--- config.mk ---
export PLATFORM = sky130hd
export DESIGN_NAME = synth_div_ctrl
export DESIGN_NICKNAME = d
export VERILOG_FILES = /design/src/rtl/synth_div_ctrl.sv
export SDC_FILE = /design/constraint.sdc
export NUM_CORES = 1
export LEC_CHECK = 0
export BUFFER_PORTS_ARGS = -buffer_cell sky130_fd_sc_hd__buf_2
export CORE_UTILIZATION = 59
export DETAILED_ROUTE_END_ITERATION = 8
export PLACE_DENSITY_LB_ADDON = 0.1
export SLEW_MARGIN = 30
export SYNTH_ARGS = -nofsm -noshare
export SYNTH_HDL_FRONTEND = slang
export SYNTH_SLANG_ARGS = --single-unit
--- constraint.sdc ---
create_clock -name clk -period 4.1 [get_ports clk]
set_clock_uncertainty 0.15 [all_clocks]
set_input_delay 0.82 -clock clk [delete_from_list [all_inputs] [get_ports clk]]
set_output_delay 0.82 -clock clk [all_outputs]
set_load 0.03 [all_outputs]
--- src/rtl/synth_div_ctrl.sv ---
module synth_div_ctrl #(
  parameter int INT_W  = 16,
  parameter int FRAC_W = 24
) (
  input  logic              clk,
  input  logic              rst_n,
  input  logic              wr_en,
  input  logic [2:0]        wr_addr,
  input  logic [FRAC_W-1:0] wr_data,
  input  logic              trig_pin,
  output logic [INT_W-1:0]  div_int,
  output logic [FRAC_W-1:0] div_frac,
  output logic [FRAC_W-1:0] phase_ofs,
  output logic [FRAC_W-1:0] seed_val,
  output logic              seed_load
);

  localparam logic [2:0] A_CTRL = 3'd0, A_INT = 3'd1, A_FRAC = 3'd2, A_SEED = 3'd3,
                         A_STEP = 3'd4, A_AINT = 3'd5, A_AFRAC = 3'd6;
  localparam logic [2:0] M_FRAC = 3'd0, M_INT = 3'd1, M_EXACT = 3'd2, M_FM = 3'd3, M_PM = 3'd4;

  logic [2:0]        mode_q;
  logic              ext_en_q, autoseed_q, sw_trig_q, pm_dec_q;
  logic [INT_W-1:0]  sh_int, alt_int, act_int;
  logic [FRAC_W-1:0] sh_frac, alt_frac, act_frac, step_q, seed_q, phase_q;
  logic              sync1, sync2, src_q, seed_load_q;

  wire wr_ctl  = wr_en && wr_addr == A_CTRL;
  wire wr_int  = wr_en && wr_addr == A_INT;
  wire wr_frac = wr_en && wr_addr == A_FRAC;

  wire hop_mode    = mode_q == M_FRAC || mode_q == M_EXACT;
  wire trig_src    = (ext_en_q & sync2) | sw_trig_q;
  wire edge_evt    = trig_src & ~src_q;
  wire trig_evt    = edge_evt & (hop_mode || mode_q == M_FM || mode_q == M_PM);
  wire frac_commit = wr_frac & hop_mode & ~ext_en_q;

  always_ff @(posedge clk) begin
    if (!rst_n) begin
      mode_q <= M_FRAC; ext_en_q <= 1'b0; autoseed_q <= 1'b0;
      sw_trig_q <= 1'b0; pm_dec_q <= 1'b0;
      sh_int <= '0; sh_frac <= '0; alt_int <= '0; alt_frac <= '0;
      step_q <= '0; seed_q <= '0;
    end else if (wr_en) begin
      case (wr_addr)
        A_CTRL: begin
          mode_q     <= wr_data[2:0];
          ext_en_q   <= wr_data[3];
          autoseed_q <= wr_data[4];
          sw_trig_q  <= wr_data[5];
          pm_dec_q   <= wr_data[6];
        end
        A_INT:   sh_int   <= wr_data[INT_W-1:0];
        A_FRAC:  sh_frac  <= wr_data;
        A_SEED:  seed_q   <= wr_data;
        A_STEP:  step_q   <= wr_data;
        A_AINT:  alt_int  <= wr_data[INT_W-1:0];
        A_AFRAC: alt_frac <= wr_data;
        default: ;
      endcase
    end
  end

  always_ff @(posedge clk) begin
    if (!rst_n) begin
      sync1 <= 1'b0; sync2 <= 1'b0; src_q <= 1'b0;
    end else begin
      sync1 <= trig_pin; sync2 <= sync1; src_q <= trig_src;
    end
  end

  always_ff @(posedge clk) begin
    if (!rst_n) begin
      act_int <= '0; act_frac <= '0;
    end else if (mode_q == M_INT && wr_int) begin
      act_int <= wr_data[INT_W-1:0];
    end else if (frac_commit) begin
      act_int <= sh_int; act_frac <= wr_data;
    end else if (hop_mode && trig_evt) begin
      act_int <= sh_int; act_frac <= sh_frac;
    end
  end

  always_ff @(posedge clk) begin
    if (!rst_n)                        phase_q <= '0;
    else if (mode_q == M_PM && trig_evt) phase_q <= pm_dec_q ? phase_q - step_q : phase_q + step_q;
  end

  always_ff @(posedge clk) begin
    if (!rst_n) seed_load_q <= 1'b0;
    else        seed_load_q <= autoseed_q & (trig_evt | frac_commit);
  end

  assign div_int   = mode_q == M_FM ? (trig_src ? alt_int : sh_int) : act_int;
  assign div_frac  = mode_q == M_INT ? '0 :
                     mode_q == M_FM  ? (trig_src ? alt_frac : sh_frac) : act_frac;
  assign phase_ofs = phase_q;
  assign seed_val  = seed_q;
  assign seed_load = seed_load_q;

  AST_HOLD_UNTIL_TRIG: assert property (@(posedge clk) disable iff (!rst_n)
    (hop_mode && ext_en_q && !trig_evt) |=> ($stable(act_int) && $stable(act_frac)));
  AST_INT_IMMEDIATE: assert property (@(posedge clk) disable iff (!rst_n)
    (mode_q == M_INT && wr_int) |=> div_int == $past(wr_data[INT_W-1:0]));
  AST_PHASE_HOLD: assert property (@(posedge clk) disable iff (!rst_n)
    !(mode_q == M_PM && trig_evt) |=> $stable(phase_q));
  AST_PHASE_UP: assert property (@(posedge clk) disable iff (!rst_n)
    (mode_q == M_PM && trig_evt && !pm_dec_q) |=> (phase_q - $past(phase_q)) == $past(step_q));
  AST_SEED_CAUSE: assert property (@(posedge clk) disable iff (!rst_n)
    seed_load |-> $past(autoseed_q));
  AST_RAMP_IDLE: assert property (@(posedge clk) disable iff (!rst_n)
    (mode_q >= 3'd5) |=> ($stable(act_frac) && $stable(phase_q)));

endmodule

==> results of run 1 <==
## critical path, cell delays in order (launching register included)
cell	delay (ns)
dfxtp_1	0.36
or4_4	0.59
or3_1	0.34
o21bai_1	0.17
xor2_1	0.09
ha_1	0.39
nand4_1	0.13
nor2_1	0.15
a21oi_1	0.10
o2bb2ai_1	0.21
o41ai_2	0.45
nand3_1	0.15
mux2i_1	0.15
a311o_1	0.31
## Yosys cell counts (all sizes together) (14+ instances only)
library cell and number:
a21oi 34, mux2i 68, buf 14, a21boi 152, dfxtp 203, nand3 24
ha 25, o211a 27, clkbuf 86, xnor2 32, nand2 390, o21ai 68
inv 14, nor2 27, a22oi 15
## worst max-delay path by stage
stage / startpoint / to / slack (ns)
global placement: step_q[4] / phase_ofs[20] / 0.35
detailed placement: step_q[4] / phase_ofs[20] / 0.23
floorplan: step_q[4] / phase_ofs[20] / 0.56
global route: step_q[4] / phase_ofs[20] / 0.03
finish: step_q[4] / phase_ofs[20] / 0.24
CTS: step_q[4] / phase_ofs[20] / 0.23
## power groups by stage
stage / clock network [mW] / registers, mW / logic (mW)
finish: 1.96 / 2.05 / 0.647
global route: 2.06 / 2.05 / 0.712
CTS: 1.99 / 2.04 / 0.644
detailed placement: 0 / 2.09 / 0.642
global placement: 0 / 2.09 / 0.634
floorplan: 0 / 2.09 / 0.486
## through the flow
| step | setup slack (ns) | instance area (um^2) | hold slack [ns] | total power [mW] |
|---|---|---|---|---|
| 2_1_floorplan | 0.563 | 10400 | 0.262 | 2.58 |
| 3_3_place_gp | 0.346 | 11100 | 0.267 | 2.72 |
| 3_5_place_dp | 0.235 | 11100 | 0.270 | 2.73 |
| 4_1_cts | 0.226 | 11800 | 0.300 | 4.68 |
| 5_1_grt | 0.0333 | 11800 | 0.310 | 4.82 |
| 6_report | 0.245 | 11800 | 0.299 | 4.65 |
## cell type report
class	count	area [um^2]
inverter	14	52.6
fill	1470	5450
clock inverter	5	40.0
timing repair buffer	139	786
sequential	203	4060
antenna	1	2.50
multi-input combinational	981	5930
tap	225	282
clock buffer	33	683
## state kept, by name, summed over array words and instances, names as in the netlist, 3 cells and up
signal / flops
act_int: 16
sh_frac: 24
sh_int: 16
act_frac: 24
alt_frac: 24
step_q: 24
seed_val: 24
alt_int: 16
mode_q: 3
phase_ofs: 24
## layer usage
layer	vias up	GRT usage (%)
met4	0	8.49
li1	4546	-
met2	268	48.7
met5	-	0
met1	4204	39.0
met3	45	4.43
## kinds of logic after synthesis
family | synth area share [%]
muxes | 6.53
buffers and inverters | 4.45
AOI/OAI and AO/OA | 22.7
adders and majority gates | 3.19
DFF | 39.0
and+or+nand+nor | 20.9
xor gates and xnor gates | 3.19
==> out/summary.txt, run 1 <==
most common cell after layout, fill and taps aside - nand2_1
PD cells - 393 mW/mm^2
CTS buffer count - 23
Reg2Reg Setup Slack - 0.24 ns
CTS tree - yes
highest metal used - met4
Met2 Wirelength - 12,200 um
die area - 0.0182 mm^2
Final #Nets - 1,419
VDD IR-drop max - 333 uV
RSZ-0062 raised after global routing - no
Post-synth top flop - dfxtp_1
fin cells - 1,601
Layout area overhead - 13.6%
latest clock arrival within the worst-skew pair - 0.53 ns
status - complete, no violations
Synth Area per Inst - 8.03 um^2
post-CTS setup buffer count - 0
Final HPWL DP - 17,100 um
fraction of registers with async set/reset - 0%
Cell variety after synth - 63
cts hold-fix bufs - 0
worst reg2reg endpoint - phase_ofs[20]
gr usage total - 29.2%
largest net degree at the start of global routing - 82
Ys Warns - 0
Cells after Synth - 1,298
sequential cell area fraction in the yosys report - 39.0%
share of cells above drive strength 1 - 14.0%
Post-Route WL - 26,300 um
Layout Utilization - 68.5%
Worst Tran Pin Value - 0.900 ns
Final period util - 94.0%
CTS H-tree lvls - 1
clock sinks - 203
Setup Crit Path Kind - flip-flop to flip-flop
area leader, netlist - dfxtp_1
gr ovfl total - 0
routed length per instance - 16.4 um
final hold vios - 0
switching share of total power - 26.4%
achievable frequency - 259 MHz
Synth top area share - 39.0%
Static Leak - 5.19 nW
setup_tns - 0 ns
Port-buffer cells - 119
Worst EP required - 4.34 ns
Max Buffers Root-to-Sink - 3
vias in the first global route - 8,416
Slew Limit Headroom - 39.9%
WP data arrival - 4.10 ns
Vias - 9,063
antenna violations before repair - 1
hold path start - autoseed_q
gpl congestion - 0.922
final setup fails - 0
root cell of the clock tree - clkbuf_16
die width - 135 um
post_cts resized - 0
worst hold path class - flip-flop to flip-flop
number of remaining DRC errors - 0
most frequent cells in the layout - 389 x nand2_1, 203 x dfxtp_1, 137 x a21boi_0
Worst Path Max Fanout - 6
clock share of power - 42.2%
Initial Util - 60.3%
Period minus WS final - 3.86 ns
Worst Hold End - seed_load
Pre-Repair DR Iteration Count - 5
EDFF count, synth - 0
Antenna Nets Post-Route - 0
Startpoint Class - flip-flop
Synth Cell Area - 0.0104 mm^2
power share of the combinational group - 13.9%
CP endpoint kind - flip-flop
global-route wire length before repair - 42,700 um
Core Region - 0.0173 mm^2
synthesized flop and latch total - 203
Slew Limit Fails - 0
vias per cell - 5.66
Max Cap Viol - 0
1st-iter DRT viols - 590
P_int - 3.42 mW
Post-Route M1 WL - 11,800 um
DR WL met3 - 1600 um
Seq pwr share - 43.9%
Die Ht - 135 um
worst reg2reg path depth - 13
Placed Cells incl. Taps - 1,562
Switch Pwr - 1.23 mW
RR Startpoint - step_q[4]
Hold Path Cell Cnt - 2
Synthesized Nets - 1,355
I/O pin total - 120
clock-pin slew on the worst setup and hold paths - 0.06 ns
ranking of synthesized cells by area - dfxtp_1 39%, nand2_1 14%, a21boi_0 9.9%
Std-Cell Rows - 48
No activity file was read; power rests on OpenSTA's default activity.
==> run 2, diff against run 1 <==
--- a/config.mk
+++ b/config.mk
@@ -9,6 +9,7 @@
 export CORE_UTILIZATION = 59
 export DETAILED_ROUTE_END_ITERATION = 8
 export PLACE_DENSITY_LB_ADDON = 0.1
+export RECOVER_POWER = 50
 export SLEW_MARGIN = 30
 export SYNTH_ARGS = -nofsm -noshare
 export SYNTH_HDL_FRONTEND = slang
==> run 2 against run 1 <==
  * The flow now finishes with violations (capacitance limit, slew limit)
  * Worst setup slack got worse by 0.010 ns
  * Clock power hardly changed
  * Die area is the same
  * Via count grew 0.94%
  * Flip-flop and latch count unchanged
  * Register-to-register slack is essentially flat
  * Sequential share of layout area grew 0.069 points
  * First-iteration DRC count up 6.1%
  * Final area decreased by 0.20%
  * Count of clock-buffer cells in the layout did not move
  * Non-clock buffer count did not move
  * Critical path type unchanged
  * Critical endpoint unchanged
  * Largest power group unchanged
==> out/summary.txt, run 2 (same netlist as run 1, synthesis figures left out) <==
violated checks - capacitance limit, slew limit
register area - 0.00406 mm^2
Max Buffers Root-to-Sink - 3
Reg2Reg Setup Slack - 0.23 ns
gr ovfl total - 0
final setup fails - 0
met1 Use GR - 39.0%
Final Total Pwr - 4.65 mW
post_cts resized - 0
CTS tree - yes
die area - 0.0182 mm^2
gr busiest metal - met2
VDD IR-drop max - 332 uV
antenna violations before repair - 1
vias per cell - 5.71
achievable frequency - 259 MHz
worst hold path class - flip-flop to flip-flop
final hold vios - 0
global-route wire length before repair - 42,700 um
Final period util - 94.3%
RR Startpoint - step_q[4]
RSZ-0062 raised after global routing - no
cts hold-fix bufs - 0
most common cell after layout, fill and taps aside - nand2_1
Period minus WS final - 3.87 ns
CTS H-tree lvls - 1
worst reg2reg endpoint - phase_ofs[20]
Die Ht - 135 um
met2 Usage GRT - 48.7%
number of remaining DRC errors - 0
Switch Pwr - 1.23 mW
Slew Limit Headroom - -81.8%
die width - 135 um
clock-pin slew on the worst setup and hold paths - 0.06 ns
I/O pin total - 120
Post-Route WL - 26,200 um
CP endpoint kind - flip-flop
Worst Hold End - seed_load
Max Cap Viol - 1
Hold Path Cell Cnt - 2
Layout Utilization - 68.3%
Setup Crit Path Kind - flip-flop to flip-flop
P_int - 3.42 mW
CTS buffer count - 23
PD cells - 394 mW/mm^2
Static Leak - 5.13 nW
gr usage total - 29.2%
Pre-Repair DR Iteration Count - 5
Final HPWL DP - 17,100 um
Fill cells - 1,475
vias in the first global route - 8,416
Vias - 9,148
clock share of power - 42.1%
worst reg2reg path depth - 13
latest clock arrival within the worst-skew pair - 0.53 ns
Worst Tran Pin Value - 2.73 ns
1st-iter DRT viols - 626
Std-Cell Rows - 48
setup_tns - 0 ns
area of the multi-input gates - 0.00593 mm^2
Port-buffer cells - 119
Startpoint Class - flip-flop
Initial Util - 60.3%
worst hold slack - 0.298 ns
power share of the combinational group - 13.9%
most frequent cells in the layout - 389 x nand2_1, 203 x dfxtp_1, 137 x a21boi_0
Slew Limit Fails - 75
switching share of total power - 26.4%
Layout area overhead - 13.4%
routed length per instance - 16.4 um
gpl congestion - 0.922
Antenna Nets Post-Route - 0
hold path start - autoseed_q
Worst EP required - 4.34 ns
clock sinks - 203
Core Region - 0.0173 mm^2
status - finished, violations left
WP data arrival - 4.10 ns
Final #Nets - 1,419
post-CTS setup buffer count - 0
share of cells above drive strength 1 - 13.1%
Worst Path Max Fanout - 6
met3 usage - 4.43%
root cell of the clock tree - clkbuf_16
largest net degree at the start of global routing - 82
Seq pwr share - 44.0%
run 2: cell count changes in the layout (fill, tap and decap cells not counted), sizes merged:
cell and change:
buf -15, clkbuf +15
run 2: routing by layer:
| layer | part of all wire (%) | wire [um] |
|---|---|---|
| met3 | 5.8 | 1530 |
| met5 | 0 | 0 |
| met1 | 45 | 11900 |
| met4 | 2.6 | 678 |
| met2 | 46 | 12200 |
run 2: worst max-delay path by stage:
stage | from | endpoint | slack [ns] | cells past startpoint
floorplan | step_q[4] | phase_ofs[20] | 0.56 | 13
global placement | step_q[4] | phase_ofs[20] | 0.35 | 13
detailed placement | step_q[4] | phase_ofs[20] | 0.23 | 13
CTS | step_q[4] | phase_ofs[20] | 0.23 | 13
global route | step_q[4] | phase_ofs[20] | 0.02 | 13
finish | step_q[4] | phase_ofs[20] | 0.23 | 13
run 2: layout make-up:
type                            count  area share [%]
Sequential cell                   203            34.4
Clock buffer                       33            5.78
Timing Repair Buffer              139            6.45
Multi-Input combinational cell    981            50.2
Clock inverter                      5           0.339
Antenna cell                        1          0.0212
Tap cell                          225            2.38
Inverter                           14           0.445
run 2: power groups by stage:
stage	Clock (mW)	Combinational (mW)	Sequential, mW
after global placement	0	0.634	2.09
after global routing	2.06	0.713	2.05
after floorplan	0	0.486	2.09
final	1.96	0.646	2.05
after CTS	1.99	0.644	2.04
after detailed placement	0	0.642	2.09
run 2: through the flow:
stage	instance area, um^2	worst slack [ns]	instances
finish	11800	0.234	1601
global route	11800	0.0171	1601
CTS	11800	0.226	1600
detailed placement	11100	0.235	1562
global placement	11100	0.346	1562
floorplan	10400	0.563	1298
run 2: worst max-delay path, cell delays in order (launching register included):
cell       delay (ns)
dfxtp_1          0.36
or4_4            0.59
or3_1            0.34
o21bai_1         0.17
xor2_1           0.09
ha_1             0.39
nand4_1          0.13
nor2_1           0.15
a21oi_1          0.10
o2bb2ai_1        0.21
o41ai_2          0.44
nand3_1          0.15
mux2i_1          0.15
a311o_1          0.32
==> run 3, diff against run 2 <==
--- a/config.mk
+++ b/config.mk
@@ -6,6 +6,7 @@
 export NUM_CORES = 1
 export LEC_CHECK = 0
 export BUFFER_PORTS_ARGS = -buffer_cell sky130_fd_sc_hd__buf_2
+export CORE_MARGIN = 4
 export CORE_UTILIZATION = 59
 export DETAILED_ROUTE_END_ITERATION = 8
 export PLACE_DENSITY_LB_ADDON = 0.1
==> run 3 against run 2 <==
  * The flow still finishes with violations (capacitance limit, slew limit)
  * Die area up 9.1%
  * Register-to-register slack improved by 0.05 ns
  * Power about the same
  * Final area decreased by 0.33%
  * Worst setup slack better by 0.046 ns
  * Flip-flop and latch count did not move
  * Critical path depth is the same
  * Hold slack lost 0.0026 ns
  * Clock power about the same
  * Via count decreased by 0.87%
  * Maximum frequency grew 1.2%
  * First-iteration DRC count down 15%
  * Critical path type unchanged
  * Largest cell class unchanged
==> out/summary.txt, run 3 (same netlist as run 1, synthesis figures left out) <==
status - finished, violations left
violated checks - capacitance limit, slew limit
delay of the slowest critical-path stage - 0.59 ns
achievable frequency - 262 MHz
Core Region - 0.0173 mm^2
Worst Tran Pin Value - 1.72 ns
Critical Path Start - step_q[4]
most common cell after layout, fill and taps aside - nand2_1
1st-iter DRT viols - 529
Period minus WS final - 3.82 ns
Pre-Repair DR Iteration Count - 4
VDD IR-drop max - 322 uV
worst hold path class - flip-flop to flip-flop
Antenna Nets Post-Route - 0
largest net degree at the start of global routing - 103
die area - 0.0199 mm^2
Seq pwr share - 43.9%
Static Leak - 5.11 nW
I/O pin total - 120
share of cells above drive strength 1 - 12.7%
Max Buffers Root-to-Sink - 3
Post-Route WL - 26,300 um
Worst Path Max Fanout - 6
Final WS setup - 0.280 ns
post_cts resized - 0
Startpoint Class - flip-flop
antenna violations before repair - 2
power share of the combinational group - 13.9%
hold path start - autoseed_q
final setup fails - 0
Final period util - 93.2%
Setup Crit Path Kind - flip-flop to flip-flop
vias per cell - 5.66
Port-buffer cells - 119
setup_tns - 0 ns
Std-Cell Rows - 48
clock sinks - 203
vias in the first global route - 8,533
Slowest-stage cell, CP - or4_4
switching share of total power - 26.4%
Vias - 9,068
Slew Limit Fails - 103
pre-CTS setup slack - 0.274 ns
cell family with most CP delay - simple AND/OR/NAND/NOR gates
WP data arrival - 4.06 ns
clock share of power - 42.2%
CP endpoint kind - flip-flop
Switch Pwr - 1.23 mW
Initial Util - 60.3%
final hold vios - 0
global-route wire length before repair - 42,800 um
post-CTS setup buffer count - 0
clock-pin slew on the worst setup and hold paths - 0.06 ns
Final Total Pwr - 4.65 mW
number of remaining DRC errors - 0
Bufs and invs on worst path - 0
most frequent cells in the layout - 389 x nand2_1, 203 x dfxtp_1, 137 x a21boi_0
Slew Limit Headroom - -14.7%
CTS H-tree lvls - 1
CP cell instances - or4_4 > or3_1 > o21bai_1 > xor2_1 > ha_1 > nand4_1 > nor2_1 > a21oi_1 > o2bb2ai_1 > o41ai_2 > nand3_1 > mux2i_1 > a311o_1
Final HPWL DP - 17,200 um
PD cells - 395 mW/mm^2
RR Startpoint - step_q[4]
Worst EP required - 4.34 ns
CTS buffer count - 23
gpl congestion - 0.922
CTS tree - yes
gr ovfl total - 0
cts hold-fix bufs - 0
gr usage total - 26.0%
root cell of the clock tree - clkbuf_16
latest clock arrival within the worst-skew pair - 0.52 ns
Final #Nets - 1,419
RSZ-0062 raised after global routing - no
routed length per instance - 16.4 um
P_int - 3.42 mW
Die Ht - 141 um
Layout area overhead - 13.0%
die width - 141 um
Max Cap Viol - 1
placed inst area - 0.0111 mm^2
post-route cell area - 0.0118 mm^2
run 3: cell count changes in the layout (fill, tap and decap cells not counted):
cell,before,now
and2_0,1,2
bufinv_16,0,1
buf_12,3,1
diode_2,1,2
and2_1,12,11
clkbuf_8,7,3
buf_2,106,105
nand3_2,1,0
clkbuf_1,16,21
nand3_1,23,24
buf_4,15,17
run 3: worst reg2reg max path, stage by stage (launching register included):
cell and delay [ns]:
dfxtp_1 0.36, or4_4 0.59, or3_1 0.34, o21bai_1 0.17
xor2_1 0.08, ha_1 0.38, nand4_1 0.14, nor2_1 0.15
a21oi_1 0.10, o2bb2ai_1 0.21, o41ai_2 0.44, nand3_1 0.14
mux2i_1 0.13, a311o_1 0.31
run 3: area by class of cell:
class	count	area (um^2)
multi-input combinational	981	5930
timing repair buffer	139	736
clock buffer	33	643
tap	225	282
fill	1517	5520
antenna	2	5.00
inverter	14	52.6
clock inverter	6	70.1
sequential	203	4060
run 3: metrics by stage:
stage	hold WS (ns)	cells	utilization, %
2_1_floorplan	0.262	1298	-
3_3_place_gp	0.279	1562	64.2
3_5_place_dp	0.271	1562	64.2
5_1_grt	0.322	1603	68.1
6_report	0.296	1603	68.1
4_1_cts	0.297	1601	68.3
run 3: routing by layer:
metal	GRT usage [%]	vias to the layer above	share of wire (%)	routed length, um
met3	4.07	58	5.3	1400
li1	-	4551	-	-
met1	34.2	4219	44	11700
met4	7.96	0	3.1	813
met2	44.2	240	47	12400
met5	0	-	0	0
run 3: power by group through the flow:
stage	Clock [mW]	Sequential, mW	Combinational, mW
global placement	0	2.09	0.634
floorplan	0	2.09	0.486
global route	2.07	2.05	0.711
detailed placement	0	2.09	0.642
finish	1.96	2.05	0.646
CTS	1.99	2.04	0.645
run 3: worst paths after layout:
kind	endpoint	slack, ns	depth (start not counted)
hold / removal	seed_load	0.30	2
setup reg to reg	phase_ofs[20]	0.28	13
hold reg to reg	seed_load	0.30	2
setup / recovery	phase_ofs[20]	0.28	13
